**src/rtl/mapper_pkg.sv**
```systemverilog
`timescale 1ns/1ps
package mapper_pkg;
  parameter int CPU_AW     = 16;
  parameter int BANK_W     = 3;
  parameter int DATA_W     = 8;
  parameter int SEL_BIT    = 15;
  parameter int STYLE_BIT  = 14;
  parameter int MIRROR_BIT = 3;
  parameter int BANK_LSB   = 0;
  parameter logic [CPU_AW-1:0] RD_MASK  = 16'hE010;
  parameter logic [CPU_AW-1:0] RD_MATCH = 16'h6000;
  parameter logic [DATA_W-1:0] RD_DRIVE = 8'h80;
  parameter logic [DATA_W-1:0] RD_VALUE = 8'h80;

  typedef struct packed {
    logic              wide;
    logic              horiz;
    logic [BANK_W-1:0] bank;
  } map_cfg_t;
endpackage

```
**src/rtl/mapper_rst_sync.sv**
```systemverilog
`timescale 1ns/1ps
module mapper_rst_sync #(
  parameter int STAGES = 2
) (
  input  logic clk,
  input  logic rst_n_in,
  output logic rst_n_out
);
  logic [STAGES-1:0] chain_q;
  logic [STAGES-1:0] chain_d;

  always_comb begin
    chain_d = {chain_q[STAGES-2:0], 1'b1};
  end

  always_ff @(posedge clk or negedge rst_n_in) begin
    if (!rst_n_in) chain_q <= '0;
    else           chain_q <= chain_d;
  end

  assign rst_n_out = chain_q[STAGES-1];
endmodule

```
**src/rtl/mapper_bank_latch.sv**
```systemverilog
`timescale 1ns/1ps
module mapper_bank_latch
  import mapper_pkg::*;
(
  input  logic              clk,
  input  logic              rst_n,
  input  logic              wr,
  input  logic [CPU_AW-1:0] addr,
  output map_cfg_t          cfg_q
);
  logic     load_en;
  map_cfg_t cfg_d;
  logic     armed_q;

  always_comb begin
    load_en = wr & addr[SEL_BIT];
    cfg_d   = cfg_q;
    if (load_en) begin
      cfg_d.wide  = addr[STYLE_BIT];
      cfg_d.horiz = addr[MIRROR_BIT];
      cfg_d.bank  = addr[BANK_LSB +: BANK_W];
    end
  end

  always_ff @(posedge clk or negedge rst_n) begin
    if (!rst_n) cfg_q <= '0;
    else        cfg_q <= cfg_d;
  end

  // marks that one clocked cycle has passed since reset, for $past checks
  always_ff @(posedge clk or negedge rst_n) begin
    if (!rst_n) armed_q <= 1'b0;
    else        armed_q <= 1'b1;
  end

  // a qualifying write leaves the address fields in the latch
  a_r2_capture: assert property (@(posedge clk) disable iff (!rst_n)
    armed_q && $past(wr) && $past(addr[SEL_BIT]) |->
      (cfg_q.wide == $past(addr[STYLE_BIT])) &&
      (cfg_q.horiz == $past(addr[MIRROR_BIT])) &&
      (cfg_q.bank == $past(addr[BANK_LSB +: BANK_W])));

  // without a qualifying write the latch holds
  a_r3_hold: assert property (@(posedge clk) disable iff (!rst_n)
    armed_q && !($past(wr) && $past(addr[SEL_BIT])) |-> $stable(cfg_q));
endmodule

```
**src/rtl/mapper_addr_map.sv**
```systemverilog
`timescale 1ns/1ps
module mapper_addr_map
  import mapper_pkg::*;
(
  input  map_cfg_t          cfg,
  input  logic              cpu_a14,
  input  logic              ppu_a10,
  input  logic              ppu_a11,
  output logic [BANK_W-1:0] prg_hi,
  output logic [BANK_W-1:0] chr_hi,
  output logic              ciram_a10
);
  for (genvar i = 0; i < BANK_W; i++) begin : g_prg
    if (i == 0) begin : g_lsb
      assign prg_hi[i] = cfg.wide ? cpu_a14 : cfg.bank[i];
    end else begin : g_upper
      assign prg_hi[i] = cfg.bank[i];
    end
  end

  assign chr_hi    = cfg.bank;
  assign ciram_a10 = cfg.horiz ? ppu_a11 : ppu_a10;
endmodule

```
**src/rtl/mapper_read_decode.sv**
```systemverilog
`timescale 1ns/1ps
module mapper_read_decode
  import mapper_pkg::*;
(
  input  logic              rd,
  input  logic [CPU_AW-1:0] addr,
  output logic [DATA_W-1:0] oe,
  output logic [DATA_W-1:0] dout
);
  logic hit;

  assign hit = rd && ((addr & RD_MASK) == RD_MATCH);

  for (genvar i = 0; i < DATA_W; i++) begin : g_bit
    assign oe[i]   = hit & RD_DRIVE[i];
    assign dout[i] = oe[i] & RD_VALUE[i];
  end
endmodule

```
**src/rtl/addr_latch_mapper.sv**
```systemverilog
`timescale 1ns/1ps
module addr_latch_mapper
  import mapper_pkg::*;
(
  input  logic              clk,
  input  logic              rst_n,
  input  logic [CPU_AW-1:0] cpu_addr,
  input  logic              cpu_wr,
  input  logic              cpu_rd,
  input  logic              ppu_a10,
  input  logic              ppu_a11,
  output logic [BANK_W-1:0] prg_hi,
  output logic [BANK_W-1:0] chr_hi,
  output logic              ciram_a10,
  output logic [DATA_W-1:0] dbus_oe,
  output logic [DATA_W-1:0] dbus_out
);
  logic     rst_n_s;
  map_cfg_t cfg;

  mapper_rst_sync #(.STAGES(2)) u_rst (
    .clk       (clk),
    .rst_n_in  (rst_n),
    .rst_n_out (rst_n_s)
  );

  mapper_bank_latch u_latch (
    .clk   (clk),
    .rst_n (rst_n_s),
    .wr    (cpu_wr),
    .addr  (cpu_addr),
    .cfg_q (cfg)
  );

  mapper_addr_map u_map (
    .cfg       (cfg),
    .cpu_a14   (cpu_addr[STYLE_BIT]),
    .ppu_a10   (ppu_a10),
    .ppu_a11   (ppu_a11),
    .prg_hi    (prg_hi),
    .chr_hi    (chr_hi),
    .ciram_a10 (ciram_a10)
  );

  mapper_read_decode u_rd (
    .rd   (cpu_rd),
    .addr (cpu_addr),
    .oe   (dbus_oe),
    .dout (dbus_out)
  );

  // split style places one bank on both halves, so PRG matches CHR
  a_r4_split_same: assert property (@(posedge clk) disable iff (!rst_n_s)
    !cfg.wide |-> (prg_hi == chr_hi));

  // wide style passes CPU A14 through on the lowest PRG line
  a_r5_wide_a14: assert property (@(posedge clk) disable iff (!rst_n_s)
    cfg.wide |-> (prg_hi[0] == cpu_addr[STYLE_BIT]) &&
                 (prg_hi[BANK_W-1:1] == chr_hi[BANK_W-1:1]));

  // no drive without a read strobe
  a_r9_needs_rd: assert property (@(posedge clk) disable iff (!rst_n_s)
    !cpu_rd |-> (dbus_oe == '0));

  // only the top data bit is ever enabled, and it reads high
  a_r8_top_only: assert property (@(posedge clk) disable iff (!rst_n_s)
    $onehot0(dbus_oe) && (dbus_oe[DATA_W-2:0] == '0) &&
    (dbus_oe[DATA_W-1] == dbus_out[DATA_W-1]));

  // reads at or above the bank-write window never drive
  a_r9_upper_quiet: assert property (@(posedge clk) disable iff (!rst_n_s)
    cpu_addr[SEL_BIT] |-> (dbus_oe == '0));
endmodule

```
**config.mk**
```make
export PLATFORM = sky130hd
export DESIGN_NAME = addr_latch_mapper
export DESIGN_NICKNAME = d
export VERILOG_FILES = /design/src/rtl/mapper_pkg.sv /design/src/rtl/mapper_rst_sync.sv /design/src/rtl/mapper_bank_latch.sv /design/src/rtl/mapper_addr_map.sv /design/src/rtl/mapper_read_decode.sv /design/src/rtl/addr_latch_mapper.sv
export SDC_FILE = /design/constraint.sdc
export NUM_CORES = 1
export LEC_CHECK = 0
export BUFFER_PORTS_ARGS = -buffer_cell sky130_fd_sc_hd__buf_2
export CELL_PAD_IN_SITES_DETAIL_PLACEMENT = 1
export CELL_PAD_IN_SITES_GLOBAL_PLACEMENT = 2
export CORE_UTILIZATION = 18
export CTS_BUF_LIST = sky130_fd_sc_hd__clkbuf_4
export CTS_CLUSTER_SIZE = 12
export DETAILED_ROUTE_END_ITERATION = 10
export PLACE_DENSITY = 0.9
export REMOVE_ABC_BUFFERS = 1
export SLEW_MARGIN = 10
export SYNTH_ARGS = -nofsm -noshare
export SYNTH_HDL_FRONTEND = slang
export SYNTH_HIERARCHICAL = 1
export SYNTH_SLANG_ARGS = --single-unit
```
**constraint.sdc**
```tcl
create_clock -name clk -period 1.1 [get_ports clk]
set_clock_uncertainty 0.2 [all_clocks]
set_input_delay 0.055 -clock clk [delete_from_list [all_inputs] [get_ports clk]]
set_output_delay 0.055 -clock clk [all_outputs]
set_load 0.02 [all_outputs]
```
==> flow_metrics.env, run 1 <==
export IMPL_clk_latency_ps=240
export IMPL_avgSynthCellArea_sq_um=11.1
export IMPL_dp_cells=82
export IMPL_max_freq_mhz=762
export IMPL_async_reset_ff_frac=1.00
export IMPL_area_delta_synth_final_pct=33.4
export IMPL_power_uw=809
export IMPL_vias=298
export IMPL_place_gp_congestion=0.594
export IMPL_synth_cell_types=8
export IMPL_postCtsHoldBufs=7
export IMPL_synth_top_family_by_area="buffers and inverters"
export IMPL_rows=17
export IMPL_grt_pass1_vias=289
export IMPL_die_area_sq_um=2680
export IMPL_nNetsFinal=88
export IMPL_cts_max_path_buffers=2
export IMPL_wl_per_cell_microns=8.47
export IMPL_dr_first_iter_drc_count=0
export IMPL_cts_tree="yes"
export IMPL_cp_arrival_ps=1060
export IMPL_yosys_warnings=6
export IMPL_dp_final_hpwl_microns=647
export IMPL_drv_slew=0
export IMPL_ys_ff_latch=7
export IMPL_yosysTopAreaCell="dfrtp_1"
export IMPL_nFillCells=265
export IMPL_clk_pin_slew_ps=50
export IMPL_synth_top_area_frac=0.393
export IMPL_clkSinkCount=7
export IMPL_max_cap_viol_count=0
export IMPL_setup_worst_path_end_class="primary output"
export IMPL_startpoint_type="flop"
export IMPL_die_h_microns=51.7
export IMPL_synth_common_cells="21 x buf_4, 7 x dfrtp_1, 5 x mux2_2"
export IMPL_p_per_area_nw_per_um2=1360
export IMPL_num_antenna_cells=0
export IMPL_leakage_nw=0.315
export IMPL_ir_drop_v=0.000407
export IMPL_synth_edff_count=0
export IMPL_synthCells=40
export IMPL_drive_gt1_frac=0.523
export IMPL_drtAntennaViolNets=0
export IMPL_gr_usage_all_layers=0.0614
export IMPL_antenna_found_initial=0
export IMPL_hold_violations=5
export IMPL_outcome="finished, violations left"
export IMPL_drc=0
export IMPL_core_sq_um=2280
export IMPL_cts_htree_levels=1
export IMPL_final_setup_worst_slack_ps=-212
export IMPL_synth_ff_type="dfrtp_1"
export IMPL_synthMostInstantiatedCell="buf_4"
export IMPL_synth_fa_ha_area_frac=0
export IMPL_grt_pass1_wl_mm=1.14
export IMPL_first_pass_iters=1
export IMPL_die_x_microns=51.7
export IMPL_synthTopCellsByArea="dfrtp_1 39%, buf_4 35%, mux2_2 13%, mux2_4 6.7%, nand4b_1 2.0%"
export IMPL_setup_viol=2
export IMPL_root_buffer="clkbuf_4"
export IMPL_synth_xor_area_frac=0
export IMPL_crit_fanout=2
export IMPL_numCtsBuffers=3
export IMPL_finalCriticalPeriod_ps=1310
export IMPL_port_buffers=22
export IMPL_synth_area_sq_um=445
export IMPL_criticalPathCategory="flop to primary output"
export IMPL_hold_ws_ps=-124
export IMPL_start_util=0.196
export IMPL_multi_input_area_sq_um=161
export IMPL_grt_overflow=0
export IMPL_regArea_sq_um=175
export IMPL_pin_count=45
export IMPL_fin_cells=93
export IMPL_violations="negative hold slack, negative setup slack"
export IMPL_min_path_type="flop to async pin"
export IMPL_drt_wl_total_microns=788
export IMPL_ys_seq_area_frac=0.393
export IMPL_routed_via_density=3.20
export IMPL_place_ws_ps=26.6
export IMPL_synth_compound_area_frac=0
export IMPL_crit_required_ps=840
export IMPL_period_share=1.19
export IMPL_rsz0062_at_grt="true"
export IMPL_grt_max_degree=6
export IMPL_synthMuxAreaShare=0.194
export IMPL_yosys_area_share_simple=0.0421
export IMPL_fin_tns_setup_ps=-424
cell usage in the layout, fill, tap and decap left out:
cell type / synthesis / routed
mux2_2: 5 / 5
buf_2: 0 / 20
buf_6: 0 / 2
nand4b_1: 1 / 1
dfrtp_1: 7 / 7
mux2_4: 2 / 2
conb_1: 2 / 15
nand2_2: 1 / 1
clkbuf_4: 0 / 4
nor2_1: 1 / 1
dlygate4sd3_1: 0 / 7
stage by stage:
stage | util | area (sq um)
finish | 0.261 | 594
detailed placement | 0.212 | 482
global route | 0.261 | 594
floorplan | - | 337
CTS | 0.261 | 594
global placement | 0.212 | 482
per-layer routing:
metal	up-vias	wire, microns	GRT usage
li1	141	-	-
met1	146	216	0.0463
met2	11	519	0.128
met3	0	53	0.0263
met4	0	0	0.0270
met5	-	0	0
power by group:
group	total (mW)	switching [mW]	internal, mW
Combinational	0.250	0.137	0.113
Clock	0.248	0.0859	0.162
Sequential	0.311	0.0214	0.289
flip-flops by register name, indices dropped and copies added, names as in the netlist:
name,cells
u_rst/chain_q,2
u_latch/cfg_q,5
worst max-delay path, cell delays in order, from the launching register on:
cell     delay (ps)
dfrtp_1         380
mux2_4          300
buf_6           130
path summary, 6_finish.rpt:
check | start | to | slack (ps) | depth (start not counted)
setup / recovery | u_latch/cfg_q[4]$_DFFE_PN0P_ | prg_hi[0] | -210 | 2
hold / removal | u_rst/chain_q[1]$_DFF_PN0_ | u_latch/cfg_q[4]$_DFFE_PN0P_ | -120 | 0
setup reg to reg | u_latch/cfg_q[1]$_DFFE_PN0P_ | u_latch/cfg_q[1]$_DFFE_PN0P_ | 130 | 1
hold reg to reg | u_rst/chain_q[1]$_DFF_PN0_ | u_latch/cfg_q[4]$_DFFE_PN0P_ | -120 | 0
max in group asynchronous | rst_n | u_rst/chain_q[1]$_DFF_PN0_ | 130 | 3
min in group clk | cpu_wr | u_latch/cfg_q[0]$_DFFE_PN0P_ | 40 | 3
layout make-up:
cell class	count	area share
multi-input cells	25	0.272
repair buffers	29	0.324
flip-flops and latches	7	0.295
clock buffers	4	0.0505
well taps	28	0.0589
cells by family after synthesis:
family                 count (synthesis)
other                                  2
multiplexers                           7
AND/OR/NAND/NOR                        3
buffers and inverters                 21
flip-flops                             7
timing repair:
action | 4_1_cts | 5_1_grt
buffers inserted | 0 | 0
setup endpoints to repair | 2 | 2
resized for setup | 4 | 0
hold endpoints to repair | 12 | 5
Power figures use the tool's default switching activity.
==> run 2: changes to the inputs <==
==> constraint.sdc (replaced) <==
create_clock -name clk -period 1.5 [get_ports clk]
set_clock_uncertainty 0.2 [all_clocks]
set_input_delay 0.075 -clock clk [delete_from_list [all_inputs] [get_ports clk]]
set_output_delay 0.075 -clock clk [all_outputs]
set_load 0.02 [all_outputs]
==> run 2 against run 1 <==
The flow now finishes without violations. Die area unchanged. Via count up 1.0%. First-iteration DRC count unchanged. Utilization down 0.11 points. Sequential share of layout area up 0.12 points. Worst setup slack better by 280 ps. Critical path depth up 2.
==> flow_metrics.env, run 2 (synthesized netlist as in run 1, its figures left out) <==
export IMPL_clk_latency_ps=240
export IMPL_sw_frac_of_total=0.304
export IMPL_cp_common_cell="buf_2"
export IMPL_crit_slowest_cell="dlygate4sd3_1"
export IMPL_dp_cells=82
export IMPL_crit_fanout=3
export IMPL_min_path_type="primary input to flop"
export IMPL_die_x_microns=51.7
export IMPL_seq_power_share=0.386
export IMPL_fin_cells=94
export IMPL_ir_drop_v=0.000290
export IMPL_pin_count=45
export IMPL_regArea_sq_um=175
export IMPL_final_common_cell="buf_2"
export IMPL_root_buffer="clkbuf_4"
export IMPL_finalCriticalPeriod_ps=1430
export IMPL_switchingPower_uw=178
export IMPL_clkSinkCount=7
export IMPL_cts_htree_levels=1
export IMPL_max_cap_viol_count=0
export IMPL_place_gp_congestion=0.594
export IMPL_p_per_area_nw_per_um2=987
export IMPL_rsz0062_at_grt="false"
export IMPL_postPlaceCellArea_sq_um=482
export IMPL_cp_arrival_ps=1150
export IMPL_setup_viol=0
export IMPL_nNetsFinal=89
export IMPL_internal_power_uw=407
export IMPL_cts_resized=0
export IMPL_start_util=0.196
export IMPL_die_area_sq_um=2680
export IMPL_final_setup_worst_slack_ps=71.1
export IMPL_crit_required_ps=1220
export IMPL_gr_usage_all_layers=0.0632
export IMPL_fin_tns_setup_ps=0
export IMPL_cts_setup_buffers=0
export IMPL_drive_gt1_frac=0.515
export IMPL_antenna_found_initial=0
export IMPL_num_antenna_cells=0
export IMPL_grt_overflow=0
export IMPL_dr_first_iter_drc_count=0
export IMPL_max_freq_mhz=700
export IMPL_power_frac_comb=0.302
export IMPL_largest_register_ffs=5
export IMPL_multi_input_area_sq_um=161
export IMPL_grt_max_degree=6
export IMPL_drtAntennaViolNets=0
export IMPL_grt_pass1_vias=297
export IMPL_r2r_setup_slack_ps=490
export IMPL_clk_pin_slew_ps=50
export IMPL_p_clk_frac=0.312
export IMPL_startpoint_type="primary input"
export IMPL_vias=301
export IMPL_period_share=0.953
export IMPL_setup_worst_path_end_class="primary output"
export IMPL_nFillCells=267
export IMPL_drc=0
export IMPL_place_ws_ps=407
export IMPL_port_buffers=22
export IMPL_cts_tree="yes"
export IMPL_dp_final_hpwl_microns=647
export IMPL_drv_slew=0
export IMPL_drt_wl_total_microns=808
export IMPL_postCtsHoldBufs=8
export IMPL_stdcell_area_sq_um=592
export IMPL_leakage_nw=0.315
export IMPL_rows=17
export IMPL_final_cell_mix="22 x buf_2, 15 x conb_1, 8 x dlygate4sd3_1"
export IMPL_regMostFlops="u_latch/cfg_q"
export IMPL_wl_per_cell_microns=8.60
export IMPL_numCtsBuffers=3
export IMPL_cts_max_path_buffers=2
export IMPL_top_regs="u_latch/cfg_q (5), u_rst/chain_q (2)"
export IMPL_routed_via_density=3.20
export IMPL_criticalPathCategory="primary input to primary output"
export IMPL_hold_violations=0
export IMPL_outcome="complete, no violations"
export IMPL_area_delta_synth_final_pct=32.9
export IMPL_crit_chain="dlygate4sd3_1 -> buf_2 -> mux2_4 -> buf_2"
export IMPL_core_sq_um=2280
export IMPL_grt_pass1_wl_mm=1.18
export IMPL_slowest_delay_ps=540
export IMPL_die_h_microns=51.7
export IMPL_hold_ws_ps=50.5
export IMPL_first_pass_iters=1
==> run 2: worst paths after layout <==
kind,endpoint,cells past startpoint,start
max in group asynchronous,u_latch/cfg_q[1]$_DFFE_PN0P_,1,u_rst/chain_q[1]$_DFF_PN0_
max reg2reg,u_latch/cfg_q[1]$_DFFE_PN0P_,1,u_rst/chain_q[1]$_DFF_PN0_
min,u_latch/cfg_q[0]$_DFFE_PN0P_,3,cpu_wr
min reg2reg,u_rst/chain_q[1]$_DFF_PN0_,0,u_rst/chain_q[0]$_DFF_PN0_
min in group asynchronous,u_latch/cfg_q[4]$_DFFE_PN0P_,1,u_rst/chain_q[1]$_DFF_PN0_
max,prg_hi[0],4,cpu_addr[14]
==> run 2: layer usage <==
| metal | wire length [microns] | global-route usage | part of all wire |
|---|---|---|---|
| met1 | 230 | 0.0499 | 0.28 |
| met5 | 0 | 0 | 0 |
| met3 | 50 | 0.0263 | 0.062 |
| met2 | 527 | 0.130 | 0.65 |
| met4 | 0 | 0.0270 | 0 |
==> run 2: critical path, delay by kind of cell <==
| kind | cells | cell delay, ps |
|---|---|---|
| multiplexers | 1 | 240 |
| buffers and inverters | 3 | 840 |
==> run 2: per-stage QoR <==
stage,util,total power [mW]
detailed placement,0.212,0.391
finish,0.260,0.584
global placement,0.212,0.387
floorplan,-,0.336
CTS,0.260,0.596
global route,0.260,0.627
==> run 2: area by class of cell <==
| cell class | count | share of cell area |
|---|---|---|
| Clock buffer | 4 | 0.0507 |
| Multi-Input combinational cell | 25 | 0.273 |
| Timing Repair Buffer | 30 | 0.321 |
| Sequential cell | 7 | 0.296 |
| Tap cell | 28 | 0.0592 |
==> run 2: power groups by stage <==
stage,logic [mW],registers (mW),clock network [mW]
after floorplan,0.0809,0.255,0
after global placement,0.156,0.231,0
after detailed placement,0.159,0.231,0
after CTS,0.178,0.226,0.193
after global routing,0.190,0.230,0.207
final,0.176,0.225,0.182
